**config.mk**
```make
export PLATFORM = sky130hd
export DESIGN_NAME = trig_mask_matcher
export DESIGN_NICKNAME = d
export VERILOG_FILES = /design/src/rtl/trig_match_pkg.sv /design/src/rtl/tm_src_merge.sv /design/src/rtl/tm_mask_eval.sv /design/src/rtl/tm_downscale.sv /design/src/rtl/trig_mask_matcher.sv
export SDC_FILE = /design/constraint.sdc
export NUM_CORES = 2
export LEC_CHECK = 0
export BUFFER_PORTS_ARGS = -buffer_cell sky130_fd_sc_hd__buf_4
export CORE_ASPECT_RATIO = 0.6
export CORE_MARGIN = 8
export CORE_UTILIZATION = 40
export DETAILED_ROUTE_END_ITERATION = 10
export PLACE_DENSITY = 0.62
export SYNTH_ARGS = -nofsm -noshare
export SYNTH_HDL_FRONTEND = slang
export SYNTH_SLANG_ARGS = --single-unit
export TNS_END_PERCENT = 10
```
**constraint.sdc**
```tcl
create_clock -name clk -period 5.9 [get_ports clk]
set_input_delay 0.59 -clock clk [delete_from_list [all_inputs] [get_ports clk]]
set_output_delay 0.59 -clock clk [all_outputs]
set_load 0.1 [all_outputs]
```
**src/rtl/trig_match_pkg.sv**
```systemverilog
package trig_match_pkg;
    localparam int ID_W   = 8;
    localparam int DS_W   = 8;
    localparam int SLOTS  = 3;
    localparam int CFG_W  = (ID_W > DS_W) ? ID_W : DS_W;

    typedef enum logic [1:0] {
        FLD_CARE   = 2'd0,
        FLD_VALUE  = 2'd1,
        FLD_FACTOR = 2'd2,
        FLD_ENABLE = 2'd3
    } cfg_field_e;

    typedef struct packed {
        logic            en;
        logic [DS_W-1:0] factor;
    } mask_ctrl_t;

    function automatic int idx_w(input int n);
        return (n > 1) ? $clog2(n) : 1;
    endfunction
endpackage

```
**src/rtl/tm_src_merge.sv**
```systemverilog
module tm_src_merge
    import trig_match_pkg::*;
#(
    parameter int NUM_SRC = 4
) (
    input  logic [NUM_SRC*SLOTS*ID_W-1:0] ids,
    input  logic [NUM_SRC*SLOTS-1:0]      intime,
    output logic [NUM_SRC*ID_W-1:0]       gid
);
    for (genvar s = 0; s < NUM_SRC; s++) begin : g_src
        always_comb begin
            gid[s*ID_W +: ID_W] = '0;
            for (int k = 0; k < SLOTS; k++) begin
                if (intime[s*SLOTS+k])
                    gid[s*ID_W +: ID_W] = gid[s*ID_W +: ID_W] | ids[(s*SLOTS+k)*ID_W +: ID_W];
            end
        end
    end
endmodule

```
**src/rtl/tm_mask_eval.sv**
```systemverilog
module tm_mask_eval
    import trig_match_pkg::*;
#(
    parameter int NUM_SRC = 4
) (
    input  logic [NUM_SRC*ID_W-1:0] gid,
    input  logic [NUM_SRC*ID_W-1:0] care,
    input  logic [NUM_SRC*ID_W-1:0] value,
    input  logic                    en,
    output logic                    hit
);
    always_comb begin
        hit = en;
        for (int s = 0; s < NUM_SRC; s++) begin
            if (((gid[s*ID_W +: ID_W] ^ value[s*ID_W +: ID_W]) & care[s*ID_W +: ID_W]) != '0)
                hit = 1'b0;
        end
    end
endmodule

```
**src/rtl/tm_downscale.sv**
```systemverilog
module tm_downscale
    import trig_match_pkg::*;
(
    input  logic            clk,
    input  logic            rst,
    input  logic            restart,
    input  logic [DS_W-1:0] factor,
    input  logic            hit,
    output logic            pass
);
    logic [DS_W-1:0] cnt;
    logic [DS_W:0]   cnt_inc;

    assign cnt_inc = {1'b0, cnt} + (DS_W+1)'(1);
    assign pass    = hit && (cnt == '0);

    always_ff @(posedge clk) begin
        if (rst || restart) begin
            cnt <= '0;
        end else if (hit) begin
            if (cnt_inc >= {1'b0, factor})
                cnt <= '0;
            else
                cnt <= cnt_inc[DS_W-1:0];
        end
    end
endmodule

```
**src/rtl/trig_mask_matcher.sv**
```systemverilog
module trig_mask_matcher
    import trig_match_pkg::*;
#(
    parameter int NUM_SRC  = 4,
    parameter int NUM_MASK = 16,
    localparam int MI_W    = idx_w(NUM_MASK),
    localparam int SI_W    = idx_w(NUM_SRC)
) (
    input  logic                          clk,
    input  logic                          rst,
    input  logic                          cfg_we,
    input  logic [MI_W-1:0]               cfg_mask,
    input  logic [SI_W-1:0]               cfg_src,
    input  logic [1:0]                    cfg_field,
    input  logic [CFG_W-1:0]              cfg_data,
    input  logic                          ev_valid,
    input  logic [NUM_SRC*SLOTS*ID_W-1:0] ev_ids,
    input  logic [NUM_SRC*SLOTS-1:0]      ev_intime,
    output logic                          trig_strobe,
    output logic [NUM_MASK-1:0]           fire_map,
    output logic [NUM_SRC*ID_W-1:0]       merged_ids
);
    logic [NUM_SRC*ID_W-1:0] care_q  [NUM_MASK];
    logic [NUM_SRC*ID_W-1:0] value_q [NUM_MASK];
    mask_ctrl_t              ctrl_q  [NUM_MASK];
    logic [NUM_MASK-1:0]     en_vec;
    logic [NUM_MASK-1:0]     hit_vec;
    logic [NUM_MASK-1:0]     pass_vec;
    logic [NUM_SRC*ID_W-1:0] gid;
    logic                    cfg_ok;

    assign cfg_ok = cfg_we && (int'(cfg_mask) < NUM_MASK) && (int'(cfg_src) < NUM_SRC);

    always_ff @(posedge clk) begin
        if (rst) begin
            for (int m = 0; m < NUM_MASK; m++) begin
                care_q[m]  <= '0;
                value_q[m] <= '0;
                ctrl_q[m]  <= '0;
            end
        end else if (cfg_ok) begin
            case (cfg_field)
                FLD_CARE:   care_q[cfg_mask][int'(cfg_src)*ID_W +: ID_W]  <= cfg_data[ID_W-1:0];
                FLD_VALUE:  value_q[cfg_mask][int'(cfg_src)*ID_W +: ID_W] <= cfg_data[ID_W-1:0];
                FLD_FACTOR: ctrl_q[cfg_mask].factor <= cfg_data[DS_W-1:0];
                default:    ctrl_q[cfg_mask].en     <= cfg_data[0];
            endcase
        end
    end

    tm_src_merge #(.NUM_SRC(NUM_SRC)) u_merge (
        .ids    (ev_ids),
        .intime (ev_intime),
        .gid    (gid)
    );

    for (genvar m = 0; m < NUM_MASK; m++) begin : g_mask
        logic eval_hit;
        logic restart;

        assign en_vec[m] = ctrl_q[m].en;
        assign restart   = cfg_ok && (cfg_field == FLD_FACTOR) && (int'(cfg_mask) == m);
        assign hit_vec[m] = ev_valid && eval_hit;

        tm_mask_eval #(.NUM_SRC(NUM_SRC)) u_eval (
            .gid   (gid),
            .care  (care_q[m]),
            .value (value_q[m]),
            .en    (en_vec[m]),
            .hit   (eval_hit)
        );

        tm_downscale u_ds (
            .clk     (clk),
            .rst     (rst),
            .restart (restart),
            .factor  (ctrl_q[m].factor),
            .hit     (hit_vec[m]),
            .pass    (pass_vec[m])
        );
    end

    always_ff @(posedge clk) begin
        if (rst) begin
            trig_strobe <= 1'b0;
            fire_map    <= '0;
            merged_ids  <= '0;
        end else begin
            trig_strobe <= |pass_vec;
            fire_map    <= pass_vec;
            if (ev_valid)
                merged_ids <= gid;
        end
    end
endmodule

```
---- Word level (Yosys, flattened, before mapping) ----
Memories as Yosys holds them, arrays and structs flattened.
Cells that the tools add are included.
storage, ports and cells
  memories kept ........................... 3
  bits in writable memories ............... 1168
  register bits after elaboration ......... 177
memory list
  name     depth  width  rd ports  clocked after Yosys merged registers in  wr ports  line                     text
  care_q   16     32     16        0                                        16        trig_mask_matcher.sv:23  logic [NUM_SRC*ID_W-1:0] care_q [NUM_MASK];
  value_q  16     32     16        0                                        16        trig_mask_matcher.sv:24  logic [NUM_SRC*ID_W-1:0] value_q [NUM_MASK];
  ctrl_q   16     9      16        0                                        16        trig_mask_matcher.sv:25  mask_ctrl_t ctrl_q [NUM_MASK];
cells by class
  $add $sub $neg .......................... 17
  reduce and logical (&&, ||, !) cells .... 152
  bitwise gates (word level) .............. 136
  magnitude comparators ................... 16
  multiplexer cells ....................... 119
  shift operators ......................... 2
  eq/ne operators ......................... 17
operators with widths
  kind                                                                      number
  8-bit bitwise AND                                                         64
  8-bit nonzero test                                                        64
  8-bit bitwise XOR                                                         64
  8-bit two-way mux                                                         28
  32-bit two-way mux                                                        6
  8-bit by 1-bit adder with 9-bit output (second input constant)            16
  9-bit by 8-bit greater-or-equal comparator with 1-bit output              16
  8-bit logical NOT                                                         16
  1-bit two-way mux                                                         80
  8-bit OR                                                                  8
  32-bit OR reduction                                                       2
  1-bit logical AND                                                         49
  5-bit negation with 33-bit output                                         1
  8-bit by 33-bit variable shift with 32-bit output (first input constant)  1
  8-bit by 33-bit indexed part select with 32-bit output                    1
  4-bit equality test (second input constant)                               8
  4-bit by 3-bit equality test with 1-bit output (second input constant)    4
  1-bit logical OR                                                          16
  16-bit OR reduction                                                       1
  4-bit two-way mux                                                         3
  9-bit two-way mux                                                         1
  9-bit OR reduction                                                        1
  4-bit by 2-bit equality test with 1-bit output (second input constant)    2
  4-bit by 1-bit equality test with 1-bit output (second input constant)    1
  6 further kinds                                                           6

---- Longest topological paths before layout ----
  depth in word-level cells ............... 15
  depth in mapped cells ................... 13
  gate-level depth less buffers ........... 12

---- By module ----
Synthesis repeated with hierarchy kept, for this count alone.
unflattened totals
  cells, all modules ...................... 5300
  area, all modules ....................... 64255.4 µm²
modules (own cells, without submodules)
  module             times used  cells an instance  area an instance (µm²)  sequential area each (µm²)
  trig_mask_matcher  1           3099               45509.9                 36054.6
  tm_downscale       16          80                 686.9                   160.2
  tm_mask_eval       16          53                 454.2                   0.0
  tm_src_merge       1           73                 488.0                   0.0

---- Worst setup path before layout ----
Ideal clock, no wire load.
  path kind ............................... input to register
  start point ............................. input ev_intime[9]
  end point ............................... register g_mask[2].u_ds.cnt[6]
  slack ................................... 2.907 ns
  arrival ................................. 2.918 ns
  setup time .............................. 0.075 ns
  stages .................................. 11
  cells stage by stage .................... buf_2 a222oi_1 buf_4 buf_6 mux2i_1 a2111oi_2 nand4_1 nor3_2 nand3_2 or4_1 a21oi_1
between the ends
  cells in the longest elaborated chain, start to end .. 10
RTL lines
  item                    line                     text
  start, declared         trig_mask_matcher.sv:18  input logic [NUM_SRC*SLOTS-1:0] ev_intime,
  8-bit two-way mux (*)   tm_src_merge.sv:14       if (intime[s*SLOTS+k])
  8-bit OR                tm_src_merge.sv:15       gid[s*ID_W +: ID_W] = gid[s*ID_W +: ID_W] | ids[(s*SLOTS+k)*ID_W +: ID_W];
  8-bit two-way mux (*)   tm_src_merge.sv:14
  8-bit OR                tm_src_merge.sv:15
  8-bit two-way mux (*)   tm_src_merge.sv:14
  8-bit bitwise XOR (*)   tm_mask_eval.sv:15       if (((gid[s*ID_W +: ID_W] ^ value[s*ID_W +: ID_W]) & care[s*ID_W +: ID_W]) != '0)
  8-bit bitwise AND (*)   tm_mask_eval.sv:15
  8-bit nonzero test (*)  tm_mask_eval.sv:15
  1-bit two-way mux (*)   tm_mask_eval.sv:15
  1-bit logical AND (*)   trig_mask_matcher.sv:63  assign hit_vec[m] = ev_valid && eval_hit;
  end signal, assigned    tm_downscale.sv:24       cnt <= cnt_inc[DS_W-1:0];
  end, declared           tm_downscale.sv:11       logic [DS_W-1:0] cnt;
Every way passes the cells marked *; elsewhere a longest branch is shown, timed or not.
A chain may end at the register's enable or synchronous reset.

---- Worst setup path after layout ----
  start point ............................. input ev_intime[0]
  end point ............................... register trig_strobe
between the ends
  cells in the longest elaborated chain, start to end .. 15
  elaborated cells on any way between the ends .. 150
  those cells by class .................... mux (67); bitwise (34); reduce/logical (49)
RTL lines
  item                            line                     text
  8-bit two-way mux (*)           tm_src_merge.sv:14
  8-bit OR                        tm_src_merge.sv:15
  8-bit two-way mux (*)           tm_src_merge.sv:14
  8-bit OR                        tm_src_merge.sv:15
  8-bit two-way mux (*)           tm_src_merge.sv:14
  8-bit bitwise XOR               tm_mask_eval.sv:15
  8-bit bitwise AND               tm_mask_eval.sv:15
  8-bit nonzero test              tm_mask_eval.sv:15
  1-bit two-way mux (4 in a row)  tm_mask_eval.sv:15
  1-bit logical AND               trig_mask_matcher.sv:63
  1-bit logical AND               tm_downscale.sv:15       assign pass = hit && (cnt == '0);
  16-bit OR reduction (*)         trig_mask_matcher.sv:89  trig_strobe <= |pass_vec;
  end signal, assigned            trig_mask_matcher.sv:89
  end, declared                   trig_mask_matcher.sv:19  output logic trig_strobe,
Marked as above.

==> implementation parameters <==
Parameter                              Value

Floorplan
  Placeable core area    ~160,000 um2
  Core Rows    approximately 110
  Boundary pin count    about 180
  Die height    roughly 320 um
  Die Area    171,000 um2
  Effective utilization at floorplan    0.404
  Die outline width    528 um

Worst setup path
  CP startpoint kind    primary input
  Kind of critical path    primary input to register
  Capturing instance or port of the critical path    trig_strobe
  Worst R2R Start    g_mask[7].u_ds.cnt[0]
  Family with the most delay on the worst path    simple AND/OR/NAND/NOR gates
  CP required    around 6600 ps
  Cells along the critical path    buf_4 -> a222oi_1 -> buf_4 -> buf_4 -> xnor2_1 -> a22o_1 -> a221oi_2 -> nand4_1 -> nor3_1 -> nand3_1 -> nor4b_1 -> a41oi_1
  Slowest cell delay on critical path    between 900 and 1000 ps
  Maximum fanout encountered on the critical timing path    12
  Depth of the worst register-to-register path    11
  Cell repeated most along the worst path    sky130_fd_sc_hd__buf_4
  Number of cells on the critical path    12
  Register-to-register setup slack    approximately 2300 ps
  Arrival time worst endpoint    4630 ps
  Destination of the worst register-to-register timing path    g_mask[7].u_ds.cnt[4]
  Beginning of the critical path    ev_intime[0]
  CP max-delay cell    sky130_fd_sc_hd__nor3_1
  Buf+Inv Stages, Crit Path    3
  Worst setup EP type    register

STA
  Relative max-transition margin    0.0827
  Count of final hold-check violations    0
  Setup repair after global routing missed its margin    no
  Peak Freq    253 MHz
  # setup viols final    0
  Final period demand of the worst path    ~4000 ps
  Final-report max-slew violation count    0
  Sum Neg Setup Slack    0 ps
  Worst slack on hold paths    355 ps
  Final worst clock skew    around 28 ps
  Transition time at the pin with the least slew margin    1360 ps
  Share of the cycle needed by the critical path after routing    0.671

Global routing
  Global-route wire length before repair    301,000 um
  GRT Total Usage    0.242
  Pin count of the biggest net entering global routing    140
  Initial antenna violation count    5
  Number of global-route vias before repair    about 41,000
  Global route total overflow    0

Clock network
  Post-CTS Hold Fix Bufs    0
  # resized after CTS    0
  CTS tree    yes
  Clock buffer count from CTS    roughly 120
  Longest Clk Path Bufs    3
  Count of H-tree levels built during CTS    3
  Clk sink count    ~1,300
  CTS Root Buffer Type    sky130_fd_sc_hd__clkbuf_16
  Clock slew at reported path FFs    about 70 ps
  Count of buffers added by post-CTS timing repair for setup    0
  Worst-skew pair later-pin latency    around 750 ps

Yosys
  Post-Synthesis Cell Area    around 63,000 um2
  Post-synthesis cell count    roughly 5,500
  Most used flip-flop cell after synthesis    sky130_fd_sc_hd__edfxtp_1
  FFs w/ async S/R, synth    0
  Warnings, synthesis    0
  Sequential share of the synthesized area    0.614
  Post-Syn Nets    5,766
  Mean area per synthesized cell    ~11 um2
  Post-synthesis register bit count    between 1,000 and 1,500
  Number of distinct library cell variants in the gate-level netlist after synthesis    59
  Count of flip-flops with a built-in enable after synthesis    ~1,200

Cells and area
  P&R area growth vs syn    11.9%
  Post-layout nets    approximately 6,000
  Multi-input gate area in the final layout    22,500 um2
  Share of layout cells above drive strength 1    0.0933
  Fill count    approximately 14,000
  Final core occ    0.452
  Sequential cell area    around 39,000 um2

Drt
  Via count    roughly 45,000
  Routed Antenna Nets    0
  Final wirelength    approximately 210,000 um
  Iteration-0 DRC count of the detailed router    approximately 7,100
  Detailed-router iteration count before antenna repair    7
  Routed wire per std cell    ~27 um
  DRC    0
  Routed via count divided by cell count    5.77

Pwr
  Cell area power density    slightly above 300 nW/um2
  Leak pwr    roughly 24 nW
  Worst supply voltage drop on vdd    around 0.23 mV

Hold path
  Type of the worst min-delay path    primary input to register

Flow run
  Max-Cap Viols    0

Run status
  Run status    complete, no violations

Placement
  Dpl hpwl    134,000 um
  IO buf count    between 150 and 200
  Final estimated routing congestion in global placement    about 0.87
## layout by cell type (no fill, tap or decap), drive strengths merged, types with 12 or more instances in the layout
master,n
bufinv,13
ha,165
nor2b,19
edfxtp,1168
inv,163
or3,22
a221oi,54
and2,136
clkinvlp,12
xnor2,530
o21a,21
a222oi,34
a211oi,43
mux2i,17
nand4,63
and3,53
xor2,62
a22o,60
a21o,58
buf,262
nor4b,17
nor2,1219
nand3,93
a31oi,20
nand2b,175
dfxtp,177
a21oi,142
o21ai,84
nor3,58
a22oi,114
nand3b,56
clkbuf,149
clkinv,45
nand2,304
## per-stage QoR
stage / cell area [um2] / worst slack [ps] / power, W / instances
floorplan: 62900 / 2910 / 0.0124 / 5473
global placement: 66500 / 1340 / 0.0133 / 7560
detailed placement: 66500 / 1310 / 0.0133 / 7560
CTS: 70400 / 2100 / 0.0213 / 7781
global route: 70400 / 1860 / 0.0218 / 7781
finish: 70400 / 1940 / 0.0213 / 7785
## routing by layer
layer / vias up / part of all wire / track usage
li1: 19400 / - / -
met2: 2902 / 0.40 / 0.336
met4: 0 / 0.029 / 0.0613
met1: 22300 / 0.42 / 0.360
met3: 367 / 0.15 / 0.0802
met5: - / 0 / 0
## worst min-delay path: stages
cell,delay [ps]
sky130_fd_sc_hd__buf_4,180
sky130_fd_sc_hd__nand3_1,110
sky130_fd_sc_hd__nor2_1,50
## kinds of logic (layout without fill, tap and decap cells)
group / Yosys count / after routing / share of synthesized area
flops: 1345 / 1345 / 0.614
xor+xnor: 592 / 592 / 0.0824
fa+ha+maj: 165 / 165 / 0.0328
buf+inv: 445 / 644 / 0.0306
compound gates: 656 / 656 / 0.0739
simple gates: 2252 / 2252 / 0.164
mux: 18 / 18 / 0.00288
other cells: 0 / 4 / 0
## power by group
part,switching [W],leakage [nW],internal (W),total (W)
Clock,0.00376,1.91,0.00438,0.00814
Sequential,0.000222,12.5,0.0107,0.0110
Combinational,0.00151,9.50,0.000699,0.00220
Total,0.00549,23.9,0.0158,0.0213
## area by class of cell
type / count / share of cell area
Clock buffer: 148 / 0.0448
Multi-Input combinational cell: 3683 / 0.320
Tap cell: 2109 / 0.0375
Sequential cell: 1345 / 0.548
Inverter: 160 / 0.00853
Antenna cell: 4 / 0.000142
Clock inverter: 73 / 0.0107
Timing Repair Buffer: 263 / 0.0303
## worst min-delay path by stage
| stage | to | cells past startpoint | start | slack [ps] |
|---|---|---|---|---|
| after floorplan | g_mask[0].u_ds.cnt[1] | 2 | g_mask[0].u_ds.cnt[1] | 460 |
| after global placement | merged_ids[0] | 2 | merged_ids[0] | 480 |
| after detailed placement | merged_ids[29] | 2 | merged_ids[29] | 480 |
| after CTS | ctrl_q[3][8] | 3 | cfg_mask[0] | 300 |
| after global routing | ctrl_q[3][8] | 3 | cfg_mask[0] | 350 |
| final | ctrl_q[3][8] | 3 | cfg_mask[0] | 360 |
## Yosys cell counts, types with 55 or more instances
library cell	count	share of area
sky130_fd_sc_hd__ha_1	165	0.033
sky130_fd_sc_hd__a22o_1	60	0.0084
sky130_fd_sc_hd__nand3b_1	55	0.0066
sky130_fd_sc_hd__dfxtp_1	177	0.056
sky130_fd_sc_hd__a21oi_1	142	0.011
sky130_fd_sc_hd__a21o_1	58	0.0069
sky130_fd_sc_hd__nand3_1	92	0.0073
sky130_fd_sc_hd__o21ai_0	81	0.0064
sky130_fd_sc_hd__nand2_1	304	0.018
sky130_fd_sc_hd__xnor2_1	530	0.074
sky130_fd_sc_hd__a22oi_1	114	0.014
sky130_fd_sc_hd__nor2_1	1219	0.073
sky130_fd_sc_hd__xor2_1	62	0.0086
sky130_fd_sc_hd__clkbuf_1	207	0.012
sky130_fd_sc_hd__and2_1	136	0.014
sky130_fd_sc_hd__nand2b_1	175	0.017
sky130_fd_sc_hd__nand4_1	63	0.0063
sky130_fd_sc_hd__edfxtp_1	1168	0.56
sky130_fd_sc_hd__inv_1	160	0.0095
## state kept, by name, indices dropped and copies added (netlist names)
| signal | count |
|---|---|
| ctrl_q | 144 |
| g_mask.u_ds.cnt | 128 |
| trig_strobe | 1 |
| value_q | 512 |
| merged_ids | 32 |
| fire_map | 16 |
| care_q | 512 |
(Power assumes the default switching activity.)
